===== src/rtl/clu_pkg.sv =====
package clu_pkg;

  typedef enum logic {ST_IDLE, ST_SCAN} scan_st_e;

  // Cap actually applied: zero or out-of-range requests fall back to the slot count.
  function automatic int unsigned eff_cap(input int unsigned lim, input int unsigned slots);
    return (lim == 0 || lim > slots) ? slots : lim;
  endfunction

endpackage


===== src/rtl/clu_scan_ctrl.sv =====
module clu_scan_ctrl
  import clu_pkg::*;
#(
  parameter int N_STRIPS = 64,
  parameter int IDX_W    = 6
) (
  input  logic                clk,
  input  logic                rst_n,
  input  logic                start_i,
  input  logic [N_STRIPS-1:0] vec_i,
  output logic                accept_o,
  output logic                busy_o,
  output logic                strip_vld_o,
  output logic                strip_bit_o,
  output logic [IDX_W-1:0]    strip_idx_o,
  output logic                strip_last_o,
  output logic                done_o
);

  scan_st_e            st_q;
  logic [N_STRIPS-1:0] sh_q;
  logic [IDX_W-1:0]    idx_q;
  logic                done_q;

  assign busy_o       = (st_q == ST_SCAN);
  assign accept_o     = start_i && (st_q == ST_IDLE);
  assign strip_vld_o  = busy_o;
  assign strip_bit_o  = sh_q[0];
  assign strip_idx_o  = idx_q;
  assign strip_last_o = (idx_q == IDX_W'(N_STRIPS - 1));
  assign done_o       = done_q;

  always_ff @(posedge clk or negedge rst_n) begin
    if (!rst_n) begin
      st_q   <= ST_IDLE;
      sh_q   <= '0;
      idx_q  <= '0;
      done_q <= 1'b0;
    end else begin
      done_q <= 1'b0;
      case (st_q)
        ST_IDLE: if (start_i) begin
          sh_q  <= vec_i;
          idx_q <= '0;
          st_q  <= ST_SCAN;
        end
        default: begin
          sh_q  <= sh_q >> 1;
          idx_q <= idx_q + IDX_W'(1);
          if (strip_last_o) begin
            st_q   <= ST_IDLE;
            done_q <= 1'b1;
          end
        end
      endcase
    end
  end

endmodule


===== src/rtl/clu_run_track.sv =====
module clu_run_track #(
  parameter int IDX_W = 6,
  parameter int LEN_W = 7
) (
  input  logic             clk,
  input  logic             rst_n,
  input  logic             clear_i,
  input  logic             vld_i,
  input  logic             bit_i,
  input  logic [IDX_W-1:0] idx_i,
  input  logic             last_i,
  output logic             emit_o,
  output logic [IDX_W-1:0] emit_first_o,
  output logic [LEN_W-1:0] emit_len_o
);

  logic             in_run_q;
  logic [IDX_W-1:0] first_q;
  logic [LEN_W-1:0] len_q;

  // A run closes on the first clear strip, or at the final strip if it is still open.
  always_comb begin
    emit_o       = vld_i && ((in_run_q && !bit_i) || (last_i && bit_i));
    emit_first_o = in_run_q ? first_q : idx_i;
    emit_len_o   = in_run_q ? (bit_i ? len_q + LEN_W'(1) : len_q) : LEN_W'(1);
  end

  always_ff @(posedge clk or negedge rst_n) begin
    if (!rst_n) begin
      in_run_q <= 1'b0;
      first_q  <= '0;
      len_q    <= '0;
    end else if (clear_i) begin
      in_run_q <= 1'b0;
      first_q  <= '0;
      len_q    <= '0;
    end else if (vld_i) begin
      if (bit_i && !last_i) begin
        if (!in_run_q) begin
          in_run_q <= 1'b1;
          first_q  <= idx_i;
          len_q    <= LEN_W'(1);
        end else begin
          len_q <= len_q + LEN_W'(1);
        end
      end else begin
        in_run_q <= 1'b0;
      end
    end
  end

endmodule


===== src/rtl/clu_list_store.sv =====
module clu_list_store
  import clu_pkg::*;
#(
  parameter int MAX_CLU = 10,
  parameter int IDX_W   = 6,
  parameter int LEN_W   = 7,
  parameter int LIM_W   = 4,
  parameter int CNT_W   = 4
) (
  input  logic                     clk,
  input  logic                     rst_n,
  input  logic                     clear_i,
  input  logic [LIM_W-1:0]         limit_i,
  input  logic                     emit_i,
  input  logic [IDX_W-1:0]         first_i,
  input  logic [LEN_W-1:0]         len_i,
  output logic [MAX_CLU*IDX_W-1:0] firsts_o,
  output logic [MAX_CLU*LEN_W-1:0] lens_o,
  output logic [CNT_W-1:0]         count_o,
  output logic                     trunc_o,
  output logic                     full_o,
  output logic [CNT_W-1:0]         cap_o
);

  logic [CNT_W-1:0] cap_q, count_q;
  logic             trunc_q, wr_en;

  assign full_o  = (count_q >= cap_q);
  assign wr_en   = emit_i && !full_o;
  assign count_o = count_q;
  assign trunc_o = trunc_q;
  assign cap_o   = cap_q;

  always_ff @(posedge clk or negedge rst_n) begin
    if (!rst_n) begin
      cap_q   <= CNT_W'(MAX_CLU);
      count_q <= '0;
      trunc_q <= 1'b0;
    end else if (clear_i) begin
      cap_q   <= CNT_W'(eff_cap(int'(limit_i), MAX_CLU));
      count_q <= '0;
      trunc_q <= 1'b0;
    end else if (wr_en) begin
      count_q <= count_q + CNT_W'(1);
    end else if (emit_i) begin
      trunc_q <= 1'b1;
    end
  end

  for (genvar g = 0; g < MAX_CLU; g++) begin : g_slot
    always_ff @(posedge clk or negedge rst_n) begin
      if (!rst_n) begin
        firsts_o[g*IDX_W +: IDX_W] <= '0;
        lens_o[g*LEN_W +: LEN_W]   <= '0;
      end else if (clear_i) begin
        firsts_o[g*IDX_W +: IDX_W] <= '0;
        lens_o[g*LEN_W +: LEN_W]   <= '0;
      end else if (wr_en && count_q == CNT_W'(g)) begin
        firsts_o[g*IDX_W +: IDX_W] <= first_i;
        lens_o[g*LEN_W +: LEN_W]   <= len_i;
      end
    end
  end

endmodule


===== src/rtl/strip_cluster_encoder.sv =====
module strip_cluster_encoder #(
  parameter int N_STRIPS = 64,
  parameter int MAX_CLU  = 10,
  parameter int LIM_W    = 4,
  localparam int IDX_W   = $clog2(N_STRIPS),
  localparam int LEN_W   = $clog2(N_STRIPS) + 1,
  localparam int CNT_W   = $clog2(MAX_CLU + 1)
) (
  input  logic                     clk,
  input  logic                     rst_n,
  input  logic                     start,
  input  logic [N_STRIPS-1:0]      hit_vec,
  input  logic [LIM_W-1:0]         clu_limit,
  output logic [MAX_CLU*IDX_W-1:0] clu_first,
  output logic [MAX_CLU*LEN_W-1:0] clu_len,
  output logic [CNT_W-1:0]         clu_count,
  output logic                     truncated,
  output logic                     done
);

  // Internal events, named for the bound checker.
  logic             accept, busy, strip_vld, strip_bit, strip_last;
  logic [IDX_W-1:0] strip_idx;
  logic             emit, store_full;
  logic [IDX_W-1:0] emit_first;
  logic [LEN_W-1:0] emit_len;
  logic [CNT_W-1:0] cap;

  clu_scan_ctrl #(.N_STRIPS(N_STRIPS), .IDX_W(IDX_W)) ctrl_i (
    .clk(clk), .rst_n(rst_n), .start_i(start), .vec_i(hit_vec),
    .accept_o(accept), .busy_o(busy), .strip_vld_o(strip_vld),
    .strip_bit_o(strip_bit), .strip_idx_o(strip_idx),
    .strip_last_o(strip_last), .done_o(done)
  );

  clu_run_track #(.IDX_W(IDX_W), .LEN_W(LEN_W)) run_i (
    .clk(clk), .rst_n(rst_n), .clear_i(accept), .vld_i(strip_vld),
    .bit_i(strip_bit), .idx_i(strip_idx), .last_i(strip_last),
    .emit_o(emit), .emit_first_o(emit_first), .emit_len_o(emit_len)
  );

  clu_list_store #(.MAX_CLU(MAX_CLU), .IDX_W(IDX_W), .LEN_W(LEN_W),
                   .LIM_W(LIM_W), .CNT_W(CNT_W)) store_i (
    .clk(clk), .rst_n(rst_n), .clear_i(accept), .limit_i(clu_limit),
    .emit_i(emit), .first_i(emit_first), .len_i(emit_len),
    .firsts_o(clu_first), .lens_o(clu_len), .count_o(clu_count),
    .trunc_o(truncated), .full_o(store_full), .cap_o(cap)
  );

endmodule


===== config.mk =====
export PLATFORM = sky130hd
export DESIGN_NAME = strip_cluster_encoder
export DESIGN_NICKNAME = d
export VERILOG_FILES = /design/src/rtl/clu_pkg.sv /design/src/rtl/clu_scan_ctrl.sv /design/src/rtl/clu_run_track.sv /design/src/rtl/clu_list_store.sv /design/src/rtl/strip_cluster_encoder.sv
export SDC_FILE = /design/constraint.sdc
export NUM_CORES = 1
export LEC_CHECK = 0
export ABC_AREA = 0
export BUFFER_PORTS_ARGS = -buffer_cell sky130_fd_sc_hd__buf_2
export CORE_MARGIN = 3
export CORE_UTILIZATION = 30
export CTS_CLUSTER_SIZE = 28
export DETAILED_ROUTE_END_ITERATION = 6
export PLACE_DENSITY = 0.5
export SKIP_CTS_REPAIR_TIMING = 1
export SLEW_MARGIN = 5
export SYNTH_ARGS = -nofsm -noshare
export SYNTH_HDL_FRONTEND = slang
export SYNTH_SLANG_ARGS = --single-unit

===== constraint.sdc =====
create_clock -name clk -period 2.6 [get_ports clk]
set_clock_uncertainty 0.1 [all_clocks]
set_input_delay 0.52 -clock clk [delete_from_list [all_inputs] [get_ports clk]]
set_output_delay 0.52 -clock clk [all_outputs]
set_load 0.02 [all_outputs]

==> out/qor.txt, run 1 <==
post-synthesis average cell area: 11.07 sq um
Place WS: 0.1325 ns
crit share post-route: 93.27%
first-pass GRT wire length: 44330 um
gpl congestion: 0.7501
Sink Count: 225
slowest cell on the critical path: or3b_1
CTS root buffer: clkbuf_16
dpl hpwl: 19370 um
Max Cap Violations: 0
reg2reg setup slack: 0.17 ns
post-synthesis sequential area ratio: 55.61%
htree depth: 1
Via density: 4.638
Yosys warnings: 0
Clock Latency Late Sink: 0.54 ns
min Tclk post-route: 2.425 ns
Worst Hold Path Cells: 3
vias in the first global route: 7447
Max VDD drop: 0.0005198 V
syn nets: 996
worst rel slew slack: 47.56%
final setup margin: 0.1749 ns
Setup violations, final: 0
worst r2r src: store_i.count_o[0]$_DFFE_PN0P_
Vias: 7389
mapped cell area: 0.01013 sq mm
Leak Pwr: 0.006769 uW
Worst Hold Path EP: ctrl_i.sh_q[63]$_DFFE_PN0P_
Num CTS Buffers: 27
Cell variety after synth: 51
pin count of the biggest net entering global routing: 77
Die Wd: 189.8 um
most frequent cells in the layout: 223 x nand2_1, 222 x dfrtp_1, 204 x buf_2
crit path launch type: register
FMAX: 412.4 MHz
Core ar.: 0.03287 sq mm
initial antenna violation count: 2
Std-Cell Rows: 66
total iterations of the first detailed-routing run: 4
Post-synth ARST share: 100.0%
Final Hold Viols: 0
Slew @ Worst Pin: 0.7865 ns
RR Endpoint: store_i.lens_o[29]$_DFFE_PN0P_
final net count: 1210
clock buffer depth: 3
top_reg_cell synth: dfrtp_1
Layout area overhead: 25.21%
min-delay src: hit_vec[63]
Clock transition at path regs: 0.06 ns
layout cell share with drive strength beyond 1: 27.24%
CP arrival: 2.78 ns
Yosys reg bits: 225
die area: 0.03601 sq mm
RSZ-0062 raised after global routing: no
Wirelength per Cell: 17.87 um
# port buffers: 206
# DRC: 0
final wirelength: 28460 um
Post-synth EDFFs: 0
number of I/O pins: 207
crit path cell chain: inv_1, ha_1, or3b_1, a21o_1, nor3_4, buf_12, mux2i_1
Fin Setup TNS: 0 ns
DR iter-0 viols: 368
most common cell after layout, fill and taps aside: nand2_1
CP Class: register to register
GRT Total Usage: 15.42%
slowest stage delay, CP: 0.42 ns
remaining antenna violation count: 0
initial core utilization: 30.82%
worst-path fanout max: 12
Hold Path Class: primary input to register
Die H: 189.8 um
delay-heaviest family, CP: simple AND/OR/NAND/NOR gates
Crit path required time: 2.95 ns
CTS tree: yes
grt total ovfl: 0
PwrDens: 1070 mW/mm^2
CP endpoint kind: register
status: completed
WP buf/inv: 2
Syn Inst Count: 915
fin. max-slew vios: 0
Reg2Reg Depth: 7
FILL cells: 3379
## power by group
group	leakage (uW)	switching (uW)	internal (uW)
registers	0.00300	696	4560
clock network	0.000424	1460	2210
logic	0.00334	3010	1630
total	0.00677	5170	8400
## layer usage
layer	vias up	global-route usage (%)	routed length, um
li1	3568	-	-
met1	3587	21.31	13240
met2	195	24.14	12460
met3	35	4.865	2257
met4	4	2.786	489
met5	-	0	14
## registers in the layout, indices dropped and copies added (netlist names)
| name | count |
|---|---|
| store_i.firsts_o | 60 |
| run_i.first_q | 6 |
| ctrl_i.sh_q | 64 |
| ctrl_i.busy_o | 1 |
| store_i.trunc_o | 1 |
| run_i.in_run_q | 1 |
| store_i.lens_o | 70 |
| run_i.len_q | 7 |
| ctrl_i.done_o | 1 |
| store_i.cap_o | 4 |
| store_i.count_o | 4 |
| ctrl_i.strip_idx_o | 6 |
## cell usage after synthesis (2+ instances only)
master,n,area [sq um]
a211oi_1,2,15.01
a21o_1,5,37.54
a21oi_1,6,30.03
and3_1,3,18.77
buf_1,5,18.77
buf_2,6,30.03
buf_6,10,112.6
clkbuf_1,42,157.7
dfrtp_1,223,5580
dfstp_2,2,52.55
ha_1,10,125.1
inv_1,7,26.28
mux2_2,8,90.09
mux2i_1,196,1962
nand2_1,223,837.1
nand2b_1,2,12.51
nand3_1,17,85.08
nand3b_1,4,30.03
nand4_1,3,18.77
nand4_2,5,62.56
nor2_1,8,30.03
nor2b_1,3,18.77
nor3_1,6,30.03
nor3_4,4,65.06
o211ai_1,3,22.52
o21a_1,2,15.01
o21ai_0,82,410.4
o31ai_1,2,15.01
or3_1,2,12.51
xnor2_1,3,26.28
## cells by family after synthesis
kind of cell / after synthesis / share of synthesized area (%)
simple gates: 285 / 12.41
flops: 225 / 55.61
mux: 204 / 20.26
compound gates: 117 / 6.732
buf+inv: 70 / 3.409
fa+ha+maj: 10 / 1.235
xor+xnor: 4 / 0.3459
## worst register-to-register path, delay by kind of cell, from the launching register on
kind,cells,cell delay [ns]
simple gates,2,0.75
flops,1,0.38
compound gates,1,0.36
buf+inv,2,0.32
fa+ha+maj,1,0.24
mux,1,0.21
## how the worst max path moves through the flow
stage / from / cells after the start / slack (ns) / to
global route: store_i.count_o[0]$_DFFE_PN0P_ / 7 / 0.01 / store_i.lens_o[32]$_DFFE_PN0P_
detailed placement: store_i.count_o[0]$_DFFE_PN0P_ / 7 / 0.13 / store_i.lens_o[29]$_DFFE_PN0P_
global placement: store_i.count_o[0]$_DFFE_PN0P_ / 7 / 0.21 / store_i.lens_o[32]$_DFFE_PN0P_
finish: store_i.count_o[0]$_DFFE_PN0P_ / 7 / 0.17 / store_i.lens_o[29]$_DFFE_PN0P_
CTS: store_i.count_o[0]$_DFFE_PN0P_ / 7 / 0.14 / store_i.lens_o[29]$_DFFE_PN0P_
floorplan: store_i.count_o[0]$_DFFE_PN0P_ / 8 / 0.06 / store_i.lens_o[33]$_DFFE_PN0P_
## final cells by class
type	instances	area, sq um	area share [%]
flip-flops and latches	225	5637	44.44
inverters	7	26.28	0.2072
repair buffers	248	1436	11.32
multi-input cells	620	4159	32.79
well taps	442	553.0	4.360
diodes	2	5.005	0.03946
clock inverters	6	61.31	0.4834
clock buffers	43	805.8	6.353
## metrics by stage
stage / hold WS [ns] / total power [uW] / util [%] / area (sq um) / cells
2_1_floorplan: 0.1244 / 8134 / - / 10130 / 915
3_3_place_gp: 0.3639 / 9973 / 35.91 / 11800 / 1541
3_5_place_dp: 0.3617 / 10030 / 35.91 / 11800 / 1541
4_1_cts: -0.2139 / 13790 / 38.55 / 12670 / 1590
5_1_grt: 0.1507 / 14470 / 38.58 / 12680 / 1591
6_report: 0.1486 / 13570 / 38.59 / 12680 / 1593
No activity file was read; power rests on OpenSTA's default activity.
==> inputs of run 2 (changes only) <==
--- a/config.mk
+++ b/config.mk
@@ -8,12 +8,12 @@
 export ABC_AREA = 0
 export BUFFER_PORTS_ARGS = -buffer_cell sky130_fd_sc_hd__buf_2
 export CORE_MARGIN = 3
-export CORE_UTILIZATION = 30
+export CORE_UTILIZATION = 37
 export CTS_CLUSTER_SIZE = 28
 export DETAILED_ROUTE_END_ITERATION = 6
-export PLACE_DENSITY = 0.5
-export SKIP_CTS_REPAIR_TIMING = 1
+export PLACE_DENSITY = 0.58
 export SLEW_MARGIN = 5
 export SYNTH_ARGS = -nofsm -noshare
 export SYNTH_HDL_FRONTEND = slang
+export SYNTH_HIERARCHICAL = 1
 export SYNTH_SLANG_ARGS = --single-unit
==> out/qor.txt, run 2 <==
FILL cells: 2709
layout cell share with drive strength beyond 1: 25.62%
Max Cap Violations: 0
Via density: 4.881
status: completed
dpl hpwl: 18410 um
footprint of the multi-input gates: 0.004533 sq mm
PwrDens: 1169 mW/mm^2
Post-Synth Adder-Cell Area: 1.175%
crit path launch type: register
Core ar.: 0.02809 sq mm
Layout area overhead: 21.22%
crit path cell chain: inv_1, ha_1, o211ai_2, o21ai_2, or4_1, buf_4, mux2i_1
share of the synthesized area in the top cell type: 52.38%
slowest stage delay, CP: 0.53 ns
Final Hold Viols: 0
Wirelength per Cell: 17.93 um
FF+latch area: 0.005637 sq mm
Num CTS Buffers: 26
gpl congestion: 0.7556
htree depth: 1
Yosys warnings: 6
CTS tree: yes
synth cell count leaders: 223 x dfrtp_1, 189 x mux2i_1, 142 x nand2b_1
delay-heaviest family, CP: flip-flops
met1 global-route usage: 24.28%
first-pass GRT wire length: 43450 um
CTS root buffer: clkbuf_16
CP Class: register to register
fin. max-slew vios: 0
GRT Total Usage: 17.52%
remaining antenna violation count: 0
Fin Setup TNS: 0 ns
post-synthesis mux area share: 18.50%
final wirelength: 27650 um
top-count cell post-synth: dfrtp_1
M3 GR Usage: 4.972%
largest cells by area after synthesis: dfrtp_1 52%, mux2i_1 18%, nand2b_1 8.3%
Die Wd: 175.7 um
Largest regs: store_i/lens_o (70), ctrl_i/sh_q (64), store_i/firsts_o (60)
worst rel slew slack: 25.34%
Post-DP Area: 0.01204 sq mm
# DRC: 0
cell area after layout: 0.01291 sq mm
Hold Path Class: primary input to register
Cell variety after synth: 56
RSZ-0062 raised after global routing: no
syn nets: 1032
post-CTS setup buffer count: 0
mapped cell area: 0.01065 sq mm
Setup violations, final: 0
crit share post-route: 88.31%
min Tclk post-route: 2.296 ns
Crit path required time: 2.86 ns
largest family of logic cells by synthesized area: multiplexers
Die H: 175.7 um
Clock transition at path regs: 0.06 ns
vias in the first global route: 7564
CP arrival: 2.55 ns
Compound-Gate Fraction of Synth Area: 6.072%
Leak Pwr: 0.007000 uW
DR iter-0 viols: 373
simple-gate share of the synthesized area: 16.13%
Post-synth ARST share: 100.0%
most frequent cells in the layout: 222 x dfrtp_1, 204 x buf_2, 189 x mux2i_1
CP endpoint kind: register
max reg flops: 70
Post-synth EDFFs: 0
Layout Utilization: 45.98%
initial antenna violation count: 2
WP buf/inv: 2
FMAX: 435.5 MHz
post-synthesis average cell area: 11.20 sq um
Std-Cell Rows: 61
Most flops, register: store_i/lens_o
pin count of the biggest net entering global routing: 127
die area: 0.03086 sq mm
Sink Count: 225
slowest cell on the critical path: dfstp_2
most common cell after layout, fill and taps aside: dfrtp_1
Yosys reg bits: 225
clock buffer depth: 3
Syn Inst Count: 951
Vias: 7527
Clock Latency Late Sink: 0.52 ns
total iterations of the first detailed-routing run: 4
most used routing layer: met2
Yosys top cell by area: dfrtp_1
grt total ovfl: 0
post-synthesis sequential area ratio: 52.88%
met2 usage: 27.69%
final net count: 1224
top_reg_cell synth: dfrtp_1
# port buffers: 206
number of I/O pins: 207
Post-Synth XOR/XNOR Area: 0.6577%
initial core utilization: 37.93%
worst-path fanout max: 13
Max VDD drop: 0.0004116 V
total power: 15100 uW
Slew @ Worst Pin: 1.120 ns
run 2: cell types whose count changed in the layout (fill, tap and decap cells not counted), sizes merged, moves of 3 or more:
cell    change
and2        +4
xnor2       +3
nor2       +15
o21ai      +12
mux2i       -7
a31oi       +3
nand2b    +140
nor2b      +14
or4         +3
nand2     -147
a21o        -3
nand4       -4
buf         -6
run 2: power by group:
group | total, uW | internal [uW] | switching [uW]
Sequential | 5630 | 4820 | 814
Combinational | 5800 | 2110 | 3690
Clock | 3660 | 2240 | 1420
Total | 15100 | 9170 | 5920
run 2: per-layer routing:
metal  wire length, um  share of wire, %
met1             12590                46
met2             12420                45
met3              2095               7.6
met4               520               1.9
met5                20             0.072
run 2: cells by family after synthesis:
| family | Yosys count |
|---|---|
| adder cells (fa/ha/maj) | 10 |
| buffers and inverters | 85 |
| XOR/XNOR | 8 |
| AND/OR/NAND/NOR | 309 |
| multiplexers | 196 |
| flip-flops | 225 |
| AO/OA/AOI/OAI | 118 |
run 2: tightest hold or removal path: stages:
cell and delay (ns):
buf_2 0.08, mux2i_1 0.05, nor2_1 0.08
run 2: layout make-up:
type	count	share of cell area, %
Sequential cell	225	43.65
Inverter	7	0.2132
Clock inverter	6	0.6201
Antenna cell	1	0.01938
Timing Repair Buffer	242	10.68
Multi-Input combinational cell	641	35.10
Clock buffer	42	6.056
Tap cell	378	3.662
run 2: final timing paths:
| path | startpoint | end | slack, ns | depth (start not counted) |
|---|---|---|---|---|
| max in group asynchronous | rst_n | run_i/first_q[4]$_DFFE_PN0P_ | 1.27 | 3 |
| min in group asynchronous | rst_n | store_i/lens_o[44]$_DFFE_PN0P_ | 0.46 | 2 |
| max | store_i/cap_o[1]$_DFFE_PN1P_ | store_i/lens_o[19]$_DFFE_PN0P_ | 0.30 | 7 |
| min | hit_vec[63] | ctrl_i/sh_q[63]$_DFFE_PN0P_ | 0.15 | 3 |
| min reg2reg | ctrl_i/sh_q[62]$_DFFE_PN0P_ | ctrl_i/sh_q[61]$_DFFE_PN0P_ | 0.39 | 2 |
| max reg2reg | store_i/cap_o[1]$_DFFE_PN1P_ | store_i/lens_o[19]$_DFFE_PN0P_ | 0.30 | 7 |
run 2: per-stage QoR:
step	hold WS [ns]	cells	worst slack [ns]
floorplan	0.1244	951	0.2067
CTS	0.1314	1541	0.1998
global route	0.1631	1541	0.06242
finish	0.1517	1542	0.3038
global placement	0.3675	1492	0.2731
detailed placement	0.3728	1492	0.2180
run 2: repair_timing:
item,CTS,global route
gates resized for setup,0,2
setup endpoints to repair,0,20
endpoints found under the hold margin,55,0
hold buffers,1,0
